`src/rtl/snoop_pkg.sv`:
```
package snoop_pkg;

    typedef enum logic [1:0] {
        MESI_I = 2'd0,
        MESI_S = 2'd1,
        MESI_E = 2'd2,
        MESI_M = 2'd3
    } mesi_e;

    typedef enum logic [2:0] {
        ST_IDLE,
        ST_READ,
        ST_COMPARE,
        ST_WBACK,
        ST_WRITE,
        ST_DONE
    } resp_state_e;

endpackage

```
`src/rtl/snoop_line_match.sv`:
```
module snoop_line_match
    import snoop_pkg::*;
#(
    parameter int ADDR_W = 32,
    parameter int OFF_W  = 5,
    parameter int IDX_W  = 7,
    localparam int TAG_W = ADDR_W - OFF_W - IDX_W,
    localparam int LINE_W = ADDR_W - OFF_W
) (
    input  logic [ADDR_W-1:0] op_addr,
    input  logic [TAG_W-1:0]  rd_tag,
    input  logic [1:0]        rd_state,
    input  logic              fill_active,
    input  logic [ADDR_W-1:0] fill_addr,
    output logic              arr_hit,
    output logic              arr_dirty,
    output logic              fill_hit
);

    logic [TAG_W-1:0]  op_tag;
    logic [LINE_W-1:0] op_line;
    logic [LINE_W-1:0] fl_line;
    mesi_e             st;

    always_comb begin
        op_tag    = op_addr[ADDR_W-1:OFF_W+IDX_W];
        op_line   = op_addr[ADDR_W-1:OFF_W];
        fl_line   = fill_addr[ADDR_W-1:OFF_W];
        st        = mesi_e'(rd_state);
        arr_hit   = (rd_tag == op_tag) && (st != MESI_I);
        arr_dirty = arr_hit && (st == MESI_M);
        fill_hit  = fill_active && (fl_line == op_line);
    end

endmodule

```
`src/rtl/snoop_fill_tracker.sv`:
```
module snoop_fill_tracker (
    input  logic clk,
    input  logic rst_n,
    input  logic fill_active,
    input  logic set_en,
    input  logic set_inv,
    output logic fill_shared,
    output logic fill_drop
);

    always_ff @(posedge clk) begin
        if (!rst_n || !fill_active) begin
            fill_shared <= 1'b0;
            fill_drop   <= 1'b0;
        end else if (set_en) begin
            if (set_inv) begin
                fill_drop   <= 1'b1;
                fill_shared <= 1'b0;
            end else begin
                fill_shared <= !fill_drop;
            end
        end
    end

endmodule

```
`src/rtl/snoop_responder.sv`:
```
module snoop_responder
    import snoop_pkg::*;
#(
    parameter int ADDR_W     = 32,
    parameter int LINE_BYTES = 32,
    parameter int SETS       = 128,
    localparam int OFF_W = $clog2(LINE_BYTES),
    localparam int IDX_W = $clog2(SETS),
    localparam int TAG_W = ADDR_W - OFF_W - IDX_W
) (
    input  logic              clk,
    input  logic              rst_n,
    input  logic              snp_valid,
    input  logic [ADDR_W-1:0] snp_addr,
    input  logic              snp_inv,
    input  logic              lock_req,
    input  logic [ADDR_W-1:0] lock_addr,
    output logic              lock_ack,
    output logic              hit_n,
    output logic              hitm_n,
    output logic              busy,
    output logic              arr_rd_en,
    output logic [IDX_W-1:0]  arr_rd_idx,
    input  logic [TAG_W-1:0]  arr_rd_tag,
    input  logic [1:0]        arr_rd_state,
    output logic              arr_wr_en,
    output logic [IDX_W-1:0]  arr_wr_idx,
    output logic [1:0]        arr_wr_state,
    output logic              wb_req,
    output logic [ADDR_W-1:0] wb_addr,
    input  logic              wb_done,
    input  logic              fill_active,
    input  logic [ADDR_W-1:0] fill_addr,
    output logic              fill_shared,
    output logic              fill_drop
);

    resp_state_e       state, state_nx;
    logic [ADDR_W-1:0] op_addr;
    logic              op_inv;
    logic              op_lock;
    logic              take_snp;
    logic              take_lock;
    logic              arr_hit;
    logic              arr_dirty;
    logic              fill_hit;
    logic              fill_set;

    assign take_snp  = (state == ST_IDLE) && snp_valid;
    assign take_lock = (state == ST_IDLE) && !snp_valid && lock_req;
    assign fill_set  = (state == ST_COMPARE) && !op_lock && !arr_hit && fill_hit;

    snoop_line_match #(
        .ADDR_W (ADDR_W),
        .OFF_W  (OFF_W),
        .IDX_W  (IDX_W)
    ) u_match (
        .op_addr     (op_addr),
        .rd_tag      (arr_rd_tag),
        .rd_state    (arr_rd_state),
        .fill_active (fill_active),
        .fill_addr   (fill_addr),
        .arr_hit     (arr_hit),
        .arr_dirty   (arr_dirty),
        .fill_hit    (fill_hit)
    );

    snoop_fill_tracker u_fill (
        .clk         (clk),
        .rst_n       (rst_n),
        .fill_active (fill_active),
        .set_en      (fill_set),
        .set_inv     (op_inv),
        .fill_shared (fill_shared),
        .fill_drop   (fill_drop)
    );

    // State register
    always_ff @(posedge clk) begin
        if (!rst_n) begin
            state <= ST_IDLE;
        end else begin
            state <= state_nx;
        end
    end

    // Next-state selection
    always_comb begin
        state_nx = state;
        unique case (state)
            ST_IDLE: begin
                if (take_snp || take_lock) begin
                    state_nx = ST_READ;
                end
            end
            ST_READ:    state_nx = ST_COMPARE;
            ST_COMPARE: begin
                if (arr_dirty) begin
                    state_nx = ST_WBACK;
                end else if (arr_hit) begin
                    state_nx = ST_WRITE;
                end else begin
                    state_nx = ST_DONE;
                end
            end
            ST_WBACK: begin
                if (wb_done) begin
                    state_nx = ST_WRITE;
                end
            end
            ST_WRITE:   state_nx = ST_DONE;
            ST_DONE:    state_nx = ST_IDLE;
            default:    state_nx = ST_IDLE;
        endcase
    end

    // Operation capture
    always_ff @(posedge clk) begin
        if (!rst_n) begin
            op_addr <= '0;
            op_inv  <= 1'b0;
            op_lock <= 1'b0;
        end else if (take_snp) begin
            op_addr <= snp_addr;
            op_inv  <= snp_inv;
            op_lock <= 1'b0;
        end else if (take_lock) begin
            op_addr <= lock_addr;
            op_inv  <= 1'b1;
            op_lock <= 1'b1;
        end
    end

    // Registered snoop results
    always_ff @(posedge clk) begin
        if (!rst_n) begin
            hit_n  <= 1'b1;
            hitm_n <= 1'b1;
        end else if (state == ST_COMPARE && !op_lock) begin
            hit_n  <= !(arr_hit || fill_hit);
            hitm_n <= !arr_dirty;
        end else if (state == ST_DONE) begin
            hit_n  <= 1'b1;
            hitm_n <= 1'b1;
        end
    end

    // Combinational outputs
    always_comb begin
        busy         = (state != ST_IDLE);
        arr_rd_en    = (state == ST_READ);
        arr_rd_idx   = op_addr[OFF_W+IDX_W-1:OFF_W];
        wb_req       = (state == ST_WBACK);
        wb_addr      = {op_addr[ADDR_W-1:OFF_W], {OFF_W{1'b0}}};
        arr_wr_en    = (state == ST_WRITE);
        arr_wr_idx   = op_addr[OFF_W+IDX_W-1:OFF_W];
        arr_wr_state = (op_inv || op_lock) ? MESI_I : MESI_S;
        lock_ack     = (state == ST_DONE) && op_lock;
    end

endmodule

```
`config.mk`:
```
export PLATFORM = sky130hd
export DESIGN_NAME = snoop_responder
export DESIGN_NICKNAME = d
export VERILOG_FILES = /design/src/rtl/snoop_pkg.sv /design/src/rtl/snoop_line_match.sv /design/src/rtl/snoop_fill_tracker.sv /design/src/rtl/snoop_responder.sv
export SDC_FILE = /design/constraint.sdc
export NUM_CORES = 1
export LEC_CHECK = 0
export BUFFER_PORTS_ARGS = -buffer_cell sky130_fd_sc_hd__buf_4
export CORE_AREA = 4 4 83 85
export CTS_CLUSTER_DIAMETER = 200
export CTS_CLUSTER_SIZE = 25
export DETAILED_ROUTE_END_ITERATION = 10
export DIE_AREA = 0 0 87 89
export GPL_TIMING_DRIVEN = 0
export PLACE_DENSITY = 0.76
export SYNTH_ARGS = -nofsm -noshare
export SYNTH_HDL_FRONTEND = slang
export SYNTH_SLANG_ARGS = --single-unit
```
`constraint.sdc`:
```
create_clock -name clk -period 2.05 [get_ports clk]
set_clock_uncertainty 0.1 [all_clocks]
set_input_delay 0.1025 -clock clk [delete_from_list [all_inputs] [get_ports clk]]
set_output_delay 0.1025 -clock clk [all_outputs]
set_load 0.05 [all_outputs]
```
==> metrics.yaml <==
fin_crit_ps: 1950
fin_crit_sh_pct: 95.3
hold_depth: 3
die_h_um: 89
netSwitchingPower_mw: 3.14
crit_type: "flop to flop"
hold_violations: 0
ys_async_sr_fraction_pct: 0
dp_hpwl_um: 7120
pwr-share-seq_pct: 23.0
antenna_left: 0
critical_path.max_stage_delay_ps: 570
worstPathRequired_ps: 2160
drc_errors: 0
cp-end-kind: "flop"
total_power_mw: 5.96
setup_viol: 0
holdWs_ps: 23.8
crit_path_start: "op_addr[7]"
grt_util_met3_pct: 5.71
postSynthCellCount: 283
ys_seq_elements: 36
root_buffer: "clkbuf_8"
final_core_util_pct: 64.5
tightest_slew_ps: 510
area_growth_pct: 60.4
drv_slew: 0
tns_ps: 0
die_w_um: 87
cts_buffers: 5
ctsLongestPathBuffers: 2
hold_class: "input pin to flop"
worstSetupEndpoint: "u_fill.fill_shared"
status: "completed"
via_per_inst: 4.99
critical_path_arrival_ps: 2070
pin_count: 182
port_buffers: 160
p_per_area_mw_per_mm2: 1490
drt_iter0_drc: 118
yosysTopAreaCell: "dfxtp_1"
rsz0062_at_grt: "false"
die_area_mm2: 0.00774
top_usage_layer: "met2"
grtUsageTotal_pct: 20.9
worst-path-max-fanout: 5
grt_pass1_vias: 2616
grt_pass1_wl_um: 12500
max_freq_ghz: 0.512
synth_area_leaders: "dfxtp_1 29%, xor2_1 11%, mux2i_1 10%"
gp_routability_congestion: 0.861
p_int_mw: 2.82
power_frac_comb_pct: 66.8
vias: 2670
synth_seq_area_share_pct: 28.9
slowest_stage: "or4_4"
r2r-start: "op_addr[7]"
r2r_setup_slack_ps: 100
use_met2_pct: 38.0
synth_edf_count: 0
ff2ff_path_depth: 5
clkLatencyLatePin_ps: 290
rows: 29
antenna_cells: 0
crit_chain: "xnor2_2, nand4_1, or4_4, a311oi_4, mux2i_1"
drive_gt1_share_pct: 48.0
mappedNetlistArea_mm2: 0.00249
finalWirelength_um: 8550
max-slew-margin-rel_pct: 66.0
coreArea_mm2: 0.00620
overflow: 0
start_kind: "flop"
ir_worst_vdd_v: 0.000941
synth_top_flop_cell: "dfxtp_1"
synth_top_area_share_pct: 28.9
grt_max_degree: 12
p_leak_nw: 2.12
initial_core_util_pct: 40.2
post-synth-top-count-cell: "dfxtp_1"
antenna_found_initial: 0
clkSinkCount: 36
cts_tree: "built"
gr-usage-met1_pct: 24.1
drv_cap: 0
clk_pin_slew_ps: 60
yosys_warnings: 0
synthTopCellsByCount: "36 x dfxtp_1, 34 x nand2_1, 32 x xor2_1, 26 x mux2i_1, 25 x o211a_1"
power_frac_clock_pct: 10.2
syn_area_per_cell_um2: 8.81
fin_area_mm2: 0.00400
final_nets: 582
dpl_cell_area_mm2: 0.00382
timing.rr.end: "u_fill.fill_shared"
swShare_pct: 52.7
synth.distinct_cells: 39
cts-htree-levels: 2
drt_pass1_iterations: 4
wl_per_cell_um: 16.0
-- sequential cells by signal (all words and copies together) (netlist names) --
| name | count |
|---|---|
| u_fill.fill_drop | 1 |
| state | 3 |
| hitm_n | 1 |
| hit_n | 1 |
| u_fill.fill_shared | 1 |
| op_addr | 27 |
| op_inv | 1 |
| op_lock | 1 |
-- critical path: cells and delay by family, from the launching register on --
kind            cells  cell delay (ps)
compound gates      1              320
xor+xnor            1              190
flops               1              360
mux                 1              210
simple gates        2              710
-- worst min path at each step --
stage | start | end | slack, ps
finish | fill_active | u_fill.fill_shared | 20
global route | fill_active | u_fill.fill_drop | 20
CTS | fill_active | u_fill.fill_drop | 10
detailed placement | snp_inv | op_inv | 270
global placement | snp_inv | op_inv | 270
floorplan | fill_active | u_fill.fill_shared | 160
-- placed cells by master (no fill, tap or decap), drive strengths merged, types with 2 or more instances in the layout --
cell and n:
o22ai 2, conb 6, nand3 5, o21ai 6
clkbuf 11, dfxtp 36, nand4 7, and2 2
xor2 32, buf 189, nor3b 3, nor3 7
a21oi 5, nand2 34, nor2b 3, xnor2 15
o211a 25, mux2i 26, inv 4, nor4 11
nor2 14
-- cells by family (layout without fill, tap and decap cells) --
kind of cell	count (synthesis)	count (layout)	synth area share, %
flops	36	36	28.9
simple gates	90	90	19.0
compound gates	46	46	15.9
mux	26	26	10.4
xor+xnor	47	47	16.5
buf+inv	37	207	9.18
other cells	1	6	0.150
-- power groups by stage --
stage / logic [mW] / registers, mW / clock network (mW)
after global routing: 4.21 / 1.41 / 0.652
after CTS: 3.92 / 1.37 / 0.618
after detailed placement: 3.90 / 1.38 / 0
after global placement: 3.86 / 1.37 / 0
after floorplan: 2.01 / 2.09 / 0
final: 3.98 / 1.37 / 0.611
-- final cells by class --
class	count	area, um^2
Buffer	33	223
Clock buffer	6	72.6
Clock inverter	2	35.0
Fill cell	552	2200
Inverter	4	15.0
Multi-Input combinational cell	215	1610
Sequential cell	36	734
Tap cell	77	96.3
Timing Repair Buffer	162	1220
-- what timing repair did --
action                     CTS  global route
hold endpoints to repair     1             0
buffers inserted             0             1
hold buffers                 1             0
setup endpoints to repair    0            27
gates resized for setup      0            10
-- routing by layer --
metal | vias up | part of all wire (%) | wire (um)
li1 | 1332 | - | -
met1 | 1230 | 39 | 3320
met2 | 100 | 53 | 4530
met3 | 8 | 6.9 | 591
met4 | 0 | 1.3 | 113
met5 | - | 0 | 0
-- metrics by stage --
stage	std cells	setup slack (ps)
final	535	95.9
after global routing	535	7.29
after global placement	525	17.5
after detailed placement	525	21.3
after CTS	534	7.92
after floorplan	288	8.44
Note: power is estimated with default switching activity, not from simulation.
